File: src/rtl/pwm3_pkg.sv
`timescale 1ns/1ps
package pwm3_pkg;
    localparam int NPH    = 3;
    localparam int DUTY_W = 18;
    localparam int FRAC_W = 15;

    typedef logic signed [DUTY_W-1:0] duty_t;

    localparam duty_t DUTY_ONE = duty_t'(1 << FRAC_W);
endpackage

File: src/rtl/pwm3_carrier.sv
`timescale 1ns/1ps
module pwm3_carrier #(
    parameter int HALF_COUNT = 2000,
    localparam int CW = $clog2(HALF_COUNT + 1)
) (
    input  logic          clk_i,
    input  logic          rst_ni,
    output logic [CW-1:0] cnt_o,
    output logic          down_o,
    output logic          start_o,
    output logic          last_o
);
    localparam logic [CW-1:0] TOP_C = CW'(HALF_COUNT);
    localparam logic [CW-1:0] ONE_C = CW'(1);

    typedef struct packed {
        logic [CW-1:0] cnt;
        logic          down;
    } car_st_t;

    car_st_t car_d, car_q;

    always_comb begin
        car_d = car_q;
        if (!car_q.down) begin
            if (car_q.cnt == TOP_C - ONE_C) begin
                car_d.cnt  = TOP_C;
                car_d.down = 1'b1;
            end else begin
                car_d.cnt = car_q.cnt + ONE_C;
            end
        end else begin
            if (car_q.cnt == ONE_C) begin
                car_d.cnt  = '0;
                car_d.down = 1'b0;
            end else begin
                car_d.cnt = car_q.cnt - ONE_C;
            end
        end
    end

    always_ff @(posedge clk_i or negedge rst_ni) begin
        if (!rst_ni) car_q <= '0;
        else         car_q <= car_d;
    end

    assign cnt_o   = car_q.cnt;
    assign down_o  = car_q.down;
    assign start_o = !car_q.down && (car_q.cnt == '0);
    assign last_o  = car_q.down && (car_q.cnt == ONE_C);
endmodule

File: src/rtl/pwm3_shadow.sv
`timescale 1ns/1ps
module pwm3_shadow import pwm3_pkg::*; #(
    parameter int HALF_COUNT = 2000,
    localparam int CW = $clog2(HALF_COUNT + 1),
    localparam int PW = FRAC_W + 1 + CW
) (
    input  logic          clk_i,
    input  logic          rst_ni,
    input  logic          load_i,
    input  duty_t         duty_i,
    output logic [CW-1:0] thr_o
);
    localparam logic [FRAC_W:0] ONE_U = {1'b1, {FRAC_W{1'b0}}};

    logic [FRAC_W:0] clamped;
    logic [CW-1:0]   thr_d, thr_q;

    always_comb begin
        if (duty_i < 0)             clamped = '0;
        else if (duty_i > DUTY_ONE) clamped = ONE_U;
        else                        clamped = duty_i[FRAC_W:0];
    end

    always_comb begin
        thr_d = thr_q;
        if (load_i) thr_d = CW'((PW'(clamped) * PW'(HALF_COUNT)) >> FRAC_W);
    end

    always_ff @(posedge clk_i or negedge rst_ni) begin
        if (!rst_ni) thr_q <= '0;
        else         thr_q <= thr_d;
    end

    assign thr_o = thr_q;
endmodule

File: src/rtl/pwm3_deadband.sv
`timescale 1ns/1ps
module pwm3_deadband #(
    parameter int DEAD_CYCLES = 192,
    localparam int TW = $clog2(DEAD_CYCLES + 1)
) (
    input  logic clk_i,
    input  logic rst_ni,
    input  logic ref_i,
    output logic hs_o,
    output logic ls_o
);
    localparam logic [TW-1:0] DT_C = TW'(DEAD_CYCLES);

    typedef struct packed {
        logic          prev;
        logic [TW-1:0] tmr;
        logic          hs;
        logic          ls;
    } db_st_t;

    db_st_t db_d, db_q;

    always_comb begin
        db_d      = db_q;
        db_d.prev = ref_i;
        if (ref_i != db_q.prev)  db_d.tmr = '0;
        else if (db_q.tmr != DT_C) db_d.tmr = db_q.tmr + TW'(1);
        db_d.hs = ref_i  && (db_d.tmr == DT_C);
        db_d.ls = !ref_i && (db_d.tmr == DT_C);
    end

    always_ff @(posedge clk_i or negedge rst_ni) begin
        if (!rst_ni) db_q <= '0;
        else         db_q <= db_d;
    end

    assign hs_o = db_q.hs;
    assign ls_o = db_q.ls;
endmodule

File: src/rtl/pwm3_gen.sv
`timescale 1ns/1ps
module pwm3_gen import pwm3_pkg::*; #(
    parameter int HALF_COUNT  = 2000,
    parameter int DEAD_CYCLES = 192
) (
    input  logic                     clk_i,
    input  logic                     rst_ni,
    input  logic                     en_i,
    input  logic signed [DUTY_W-1:0] duty_u_i,
    input  logic signed [DUTY_W-1:0] duty_v_i,
    input  logic signed [DUTY_W-1:0] duty_w_i,
    output logic                     start_o,
    output logic                     u_hi_o,
    output logic                     u_lo_o,
    output logic                     v_hi_o,
    output logic                     v_lo_o,
    output logic                     w_hi_o,
    output logic                     w_lo_o
);
    localparam int CW = $clog2(HALF_COUNT + 1);
    localparam logic [CW-1:0] TOP_C = CW'(HALF_COUNT);

    typedef struct packed {
        logic [NPH-1:0]   refv;
        logic [2*NPH-1:0] outv;
    } gen_st_t;

    gen_st_t gen_d, gen_q;

    logic [CW-1:0] cnt;
    logic          down, last;
    duty_t         duty_a [NPH];
    logic [CW-1:0] thr    [NPH];
    logic [NPH-1:0] hs, ls;

    assign duty_a[0] = duty_u_i;
    assign duty_a[1] = duty_v_i;
    assign duty_a[2] = duty_w_i;

    pwm3_carrier #(.HALF_COUNT(HALF_COUNT)) i_carrier (
        .clk_i   (clk_i),
        .rst_ni  (rst_ni),
        .cnt_o   (cnt),
        .down_o  (down),
        .start_o (start_o),
        .last_o  (last)
    );

    for (genvar p = 0; p < NPH; p++) begin : g_phase
        pwm3_shadow #(.HALF_COUNT(HALF_COUNT)) i_shadow (
            .clk_i  (clk_i),
            .rst_ni (rst_ni),
            .load_i (last),
            .duty_i (duty_a[p]),
            .thr_o  (thr[p])
        );
        pwm3_deadband #(.DEAD_CYCLES(DEAD_CYCLES)) i_deadband (
            .clk_i  (clk_i),
            .rst_ni (rst_ni),
            .ref_i  (gen_q.refv[p]),
            .hs_o   (hs[p]),
            .ls_o   (ls[p])
        );
    end

    always_comb begin
        gen_d = gen_q;
        for (int p = 0; p < NPH; p++) begin
            if (down) gen_d.refv[p] = cnt >  (TOP_C - thr[p]);
            else      gen_d.refv[p] = cnt >= (TOP_C - thr[p]);
            gen_d.outv[2*p]   = en_i && hs[p];
            gen_d.outv[2*p+1] = en_i && ls[p];
        end
    end

    always_ff @(posedge clk_i or negedge rst_ni) begin
        if (!rst_ni) gen_q <= '0;
        else         gen_q <= gen_d;
    end

    assign u_hi_o = gen_q.outv[0];
    assign u_lo_o = gen_q.outv[1];
    assign v_hi_o = gen_q.outv[2];
    assign v_lo_o = gen_q.outv[3];
    assign w_hi_o = gen_q.outv[4];
    assign w_lo_o = gen_q.outv[5];
endmodule

File: config.mk
export PLATFORM = sky130hd
export DESIGN_NAME = pwm3_gen
export DESIGN_NICKNAME = d
export VERILOG_FILES = /design/src/rtl/pwm3_pkg.sv /design/src/rtl/pwm3_carrier.sv /design/src/rtl/pwm3_shadow.sv /design/src/rtl/pwm3_deadband.sv /design/src/rtl/pwm3_gen.sv
export SDC_FILE = /design/constraint.sdc
export NUM_CORES = 1
export LEC_CHECK = 0
export BUFFER_PORTS_ARGS = -buffer_cell sky130_fd_sc_hd__buf_2
export CAP_MARGIN = 30
export CORE_MARGIN = 3
export CORE_UTILIZATION = 63
export CTS_CLUSTER_DIAMETER = 200
export CTS_CLUSTER_SIZE = 20
export DETAILED_ROUTE_END_ITERATION = 8
export GPL_TIMING_DRIVEN = 0
export PLACE_DENSITY = 0.85
export SYNTH_ARGS = -nofsm -noshare
export SYNTH_HDL_FRONTEND = slang
export SYNTH_SLANG_ARGS = --single-unit
export TNS_END_PERCENT = 10
File: constraint.sdc
create_clock -name clk_i -period 6.9 [get_ports clk_i]
set_input_delay 0.69 -clock clk_i [delete_from_list [all_inputs] [get_ports clk_i]]
set_output_delay 0.69 -clock clk_i [all_outputs]
set_load 0.02 [all_outputs]
# ---- Word-level counts from Yosys, hierarchy flattened
# Index checks and enable logic that the tools add are counted.
dict set report totals {
  register_bits 87
  inputBits 57
  output_inout_bits 7
  word_cells 92
}
dict set report classes {
  add_sub_neg 8
  mul 3
  n_lt_le_gt_ge 12
  eq_ne 11
  mux 20
  n_reduce_logical 19
}
# operator n
set ops {}
lappend ops {{two-way mux 16 bit} 6}
lappend ops {{multiplier 16 x 7 -> 22 bit, second input constant} 3}
lappend ops {{greater-than comparator 18 x 17 -> 1 bit, second input constant} 3}
lappend ops {{< comparator 18 x 1 -> 1 bit, second input constant} 3}
lappend ops {{two-way mux 8 bit} 6}
lappend ops {{greater-or-equal comparator 11 bit} 3}
lappend ops {{greater-than comparator 11 bit} 3}
lappend ops {{subtractor 11 bit, first input constant} 3}
lappend ops {{adder 8 x 1 -> 8 bit, second input constant} 3}
lappend ops {{== test 8 bit, second input constant} 3}
lappend ops {{!= test 8 bit, second input constant} 3}
lappend ops {{two-way mux 11 bit} 2}
lappend ops {{logical AND 1 bit} 14}
lappend ops {{two-way mux 12 bit} 1}
lappend ops {{adder 11 x 1 -> 11 bit, second input constant} 1}
lappend ops {{== test 11 x 1 -> 1 bit, second input constant} 1}
lappend ops {{== test 11 bit, second input constant} 1}
lappend ops {{logical NOT 11 bit} 1}
lappend ops {{subtractor 11 x 1 -> 11 bit, second input constant} 1}
lappend ops {{two-way mux 1 bit} 5}
lappend ops {{logical NOT 1 bit} 4}
lappend ops {{!= test 1 bit} 3}

# ---- Logic depth before layout (Yosys ltp)
dict set report logic_depth {
  depth_word 5
  mapped_depth 24
  mapped_depth_nobuf 23
}

# ---- By module
# Synthesis repeated with hierarchy kept, for this count alone.
dict set report hier_totals {
  cells_unflattened 1478
  area_unflattened_um2 13669.4
}
# mod instances cells_per_inst area_each_um2 seq_area_each_um2
set modules_own_cells {}
lappend modules_own_cells {{pwm3_shadow at g_phase[0].i_shadow} 1 341 3141.8 275.3}
lappend modules_own_cells {{pwm3_shadow at g_phase[2].i_shadow} 1 338 3136.8 275.3}
lappend modules_own_cells {{pwm3_shadow at g_phase[1].i_shadow} 1 332 3101.7 275.3}
lappend modules_own_cells {pwm3_deadband 3 61 614.3 275.3}
lappend modules_own_cells {pwm3_gen 1 178 1532.7 225.2}
lappend modules_own_cells {pwm3_carrier 1 106 913.4 300.3}

# ---- Worst setup path after synthesis
# No wires, ideal clock.
dict set report synth_timing {
  path_kind {input -> register}
  from {input port duty_w_i[5]}
  to {register g_phase[2].i_shadow.thr_q[7]}
  setup_ns 0.131
  t_arrival_ns 5.895
  required_ns 6.769
  slack_ns 0.873
  cell_stages 18
  cell_sequence {nor4_1 nand4_1 a211oi_4 clkbuf_1 nand2_1 fa_1 fa_1 fa_1 fa_1 inv_1 ha_1 clkbuf_1 nand2_1 or4_1 a21oi_1 nor2b_1 and4_1 or3_1}
}
dict set report synth_via {
  elab_chain_len 4
  word_cells_on_any_way 5
  cone_classes {mul (1); order compare (2); mux (2)}
}
# item line
set synth_rtl {}
lappend synth_rtl {{start: declaration} pwm3_gen.sv:11} ;# input logic signed [DUTY_W-1:0] duty_w_i,
lappend synth_rtl {{greater-than comparator 18 x 17 -> 1 bit} pwm3_shadow.sv:20} ;# else if (duty_i > DUTY_ONE) clamped = ONE_U;
lappend synth_rtl {{two-way mux 16 bit} pwm3_shadow.sv:20}
lappend synth_rtl {{two-way mux 16 bit *} pwm3_shadow.sv:19} ;# if (duty_i < 0) clamped = '0;
lappend synth_rtl {{multiplier 16 x 7 -> 22 bit *} pwm3_shadow.sv:26} ;# if (load_i) thr_d = CW'((PW'(clamped) * PW'(HALF_COUNT)) >> FRAC_W);
lappend synth_rtl {{end signal: assignment} pwm3_shadow.sv:31} ;# else thr_q <= thr_d;
lappend synth_rtl {{end: declaration} pwm3_shadow.sv:16} ;# logic [CW-1:0] thr_d, thr_q;
# Every way passes the cells marked *; elsewhere a longest branch is shown, timed or not.
# A chain may end at the register's enable or synchronous reset.

# ---- Final worst setup path
dict set report layout_timing {
  from {input port duty_w_i[10]}
  to {register g_phase[2].i_shadow.thr_q[7]}
}
# Same word-level chain as after synthesis.

==> metrics <==
endpoints failing setup=0; Post-Route WL=26420 µm; number of synthesized flops with an enable pin=0; r2r setup slk=3.61 ns; Area Overhead vs Synth=7.506%; drt drc=0; min cycle time layout=6.413 ns; number of filler cells placed in the layout=1570; Mapped Area=13090 µm²; setup total negative slack=0 ns; Crit. End Element=register; maximum vdd drop=0.1160 mV; initial drt markers=581; Final Max Slew Viols=0; area leader, netlist=fa_1; drt pass-1 iters=5; WS Path Type=input port to register; initial antenna violation count=0; pin count of the biggest net entering global routing=74; Synth area leaders=fa_1, ha_1, dfrtp_1; Die Height=150.1 µm; syn_nets=1842; top cells by count, synth=inv_1, ha_1, fa_1, nand2_1, dfrtp_1; DP Wirelength=22380 µm; max_cap viols=0; Syn. warnings=0; asr flop ratio synth=1.000; global-route wire length before repair=46290 µm; max_slew headroom=0.5297; WHS=0.1924 ns; Clock Sinks=87; Final ANT Viol Nets=0; CTS Buffer Depth=2; Final Hold Fails=0; CTS Hold Buffers Added=0; row count=52; top_reg_cell synth=dfrtp_1; Worst R2R End=g_phase[1].i_shadow.thr_o[7]; unrepaired setup endpoints after global routing=no; Leak=0.007315 µW; Startpoint Class=input port; worst flop-to-flop path startpoint=i_carrier.cnt_o[5]; mean number of vias per cell=5.630; die area=22530 µm²; critical path data required time=7.12 ns; register area share after synthesis=0.1664; CP arrival=6.64 ns; Peak Freq=0.1559 GHz; outcome=finished, final reports clean; Worst Skew=0.006086 ns; Die W=150.1 µm; Avg Cell Area, Syn=9.087 µm²; total CTS buffers=9; buffers added on ports=63; CORE AREA=20300 µm²; Gate Count Post-Synth=1440; Synth top area share=0.2356; final period utilization=0.9294; root buf cell=clkbuf_16; power per cell area=126.8 nW/µm²; Setup crit start=duty_w_i[10]; Diodes inserted=0; most frequent cell after synthesis=inv_1; Slew @ Worst Pin=0.7021 ns; routed via count=10080; register area=2177 µm²; # H-tree levels=3; CTS tree=yes; critical path endpoint=g_phase[2].i_shadow.thr_o[7]; multi-input logic area=9866 µm²; WL per Instance=14.76 µm; Synth Register Bits=87; clk slew on worst S/H paths=0.06 ns; later-pin clock latency in the skew report=0.35 ns; gr ovfl total=0; worst-path maximum fanout=10; total track usage=0.2476; Yosys cell types=62; initial cell density of the core=0.6446; share of cells above drive strength 1=0.06118; Hold Path Class=input port to async pin; vias in the first global route=10260; Top Ports=64; final RePlAce weighted congestion=0.8720; nets@finish=1917; R2R depth=9
## worst min-delay path by stage
stage                     cells after the start  slack (ns)                              to
final                                         1        0.19   g_phase[2].i_deadband.db_q[4]
after global placement                        0        0.42  g_phase[2].i_deadband.db_q[10]
after floorplan                               0        0.39  g_phase[0].i_deadband.db_q[10]
after detailed placement                      0        0.44  g_phase[2].i_deadband.db_q[10]
after global routing                          1        0.19   g_phase[2].i_deadband.db_q[4]
after CTS                                     1        0.19   g_phase[2].i_deadband.db_q[9]
## power by group
group          switching [µW]  leakage, µW  internal (µW)
combinational             461      0.00617            325
clock                     203     0.000135            266
sequential               10.2      0.00101            519
## placed cells by master, fill, tap and decap left out, types with 16 or more instances in the layout
cell	synthesis	layout
inv_1	247	247
ha_1	191	191
fa_1	154	154
nand2_1	118	118
dfrtp_1	87	87
nor2_1	79	79
buf_2	0	62
a21oi_1	57	57
xnor2_1	56	56
xor2_1	49	49
nand3_1	40	40
o21ai_1	32	32
clkbuf_1	28	27
a21o_1	27	27
nor3_1	27	26
nand4_1	25	25
and2_1	21	21
o21ai_0	18	18
o21a_1	18	18
nor4_1	16	16
## state kept, by name (all words and copies together) (netlist names)
register                 count
g_phase.i_deadband.ls_o      3
w_lo_o                       1
g_phase.i_deadband.db_q     27
i_carrier.down_o             1
v_hi_o                       1
g_phase.i_shadow.thr_o      33
w_hi_o                       1
gen_q                        3
u_lo_o                       1
v_lo_o                       1
g_phase.i_deadband.hs_o      3
u_hi_o                       1
i_carrier.cnt_o             11
## logic make-up after synthesis
family          Yosys count  synth area share
simple gates            385            0.1438
fa+ha+maj               345            0.4182
buf+inv                 279           0.08003
compound gates          231            0.1149
xor+xnor                105           0.07028
flops                    87            0.1664
mux                       8          0.006311
## worst max-delay path: stages
cell and delay [ns]:
buf_2 0.12, nor4_1 0.40, nand4_1 0.20, a211oi_4 0.51
clkbuf_2 0.31, nand2_1 0.25, fa_1 0.63, fa_1 0.44
fa_1 0.49, fa_1 0.51, inv_1 0.04, ha_1 0.26
clkbuf_1 0.30, nand2_1 0.12, or4_1 0.56, a21oi_1 0.17
nor2b_1 0.09, and4_1 0.20, or3_1 0.34
## area by class of cell
class | count | area share
well taps | 270 | 0.02402
multi-input cells | 1074 | 0.7013
clock buffers | 11 | 0.01797
flip-flops and latches | 87 | 0.1548
clock inverters | 5 | 0.002846
inverters | 249 | 0.06644
plain buffers | 30 | 0.008094
repair buffers | 64 | 0.02455
## metal layers
metal,vias to the layer above,routed length (µm),part of all wire,track usage
li1,4966,-,-,-
met1,4866,11730,0.44,0.3286
met2,206,13430,0.51,0.4409
met3,40,868,0.033,0.02619
met4,0,386,0.015,0.05398
met5,-,0,0,0
## per-stage QoR
stage          std cells  worst slack (ns)  power [µW]  utilization  cell area [µm²]
6_report            1790            0.4869        1784       0.6930            14070
5_1_grt             1790           0.09418        1938       0.6930            14070
4_1_cts             1790            0.2790        1793       0.6927            14060
3_5_place_dp        1774          -0.09876        1320       0.6783            13770
3_3_place_gp        1773           0.03396        1276       0.6768            13740
2_1_floorplan       1440            0.8735        1134            -            13090
## timing repair
item | 4_1_cts | 5_1_grt
setup buffers | 0 | 0
endpoints found under the setup margin | 0 | 5
gates resized for setup | 0 | 3
Power figures use the tool's default switching activity.
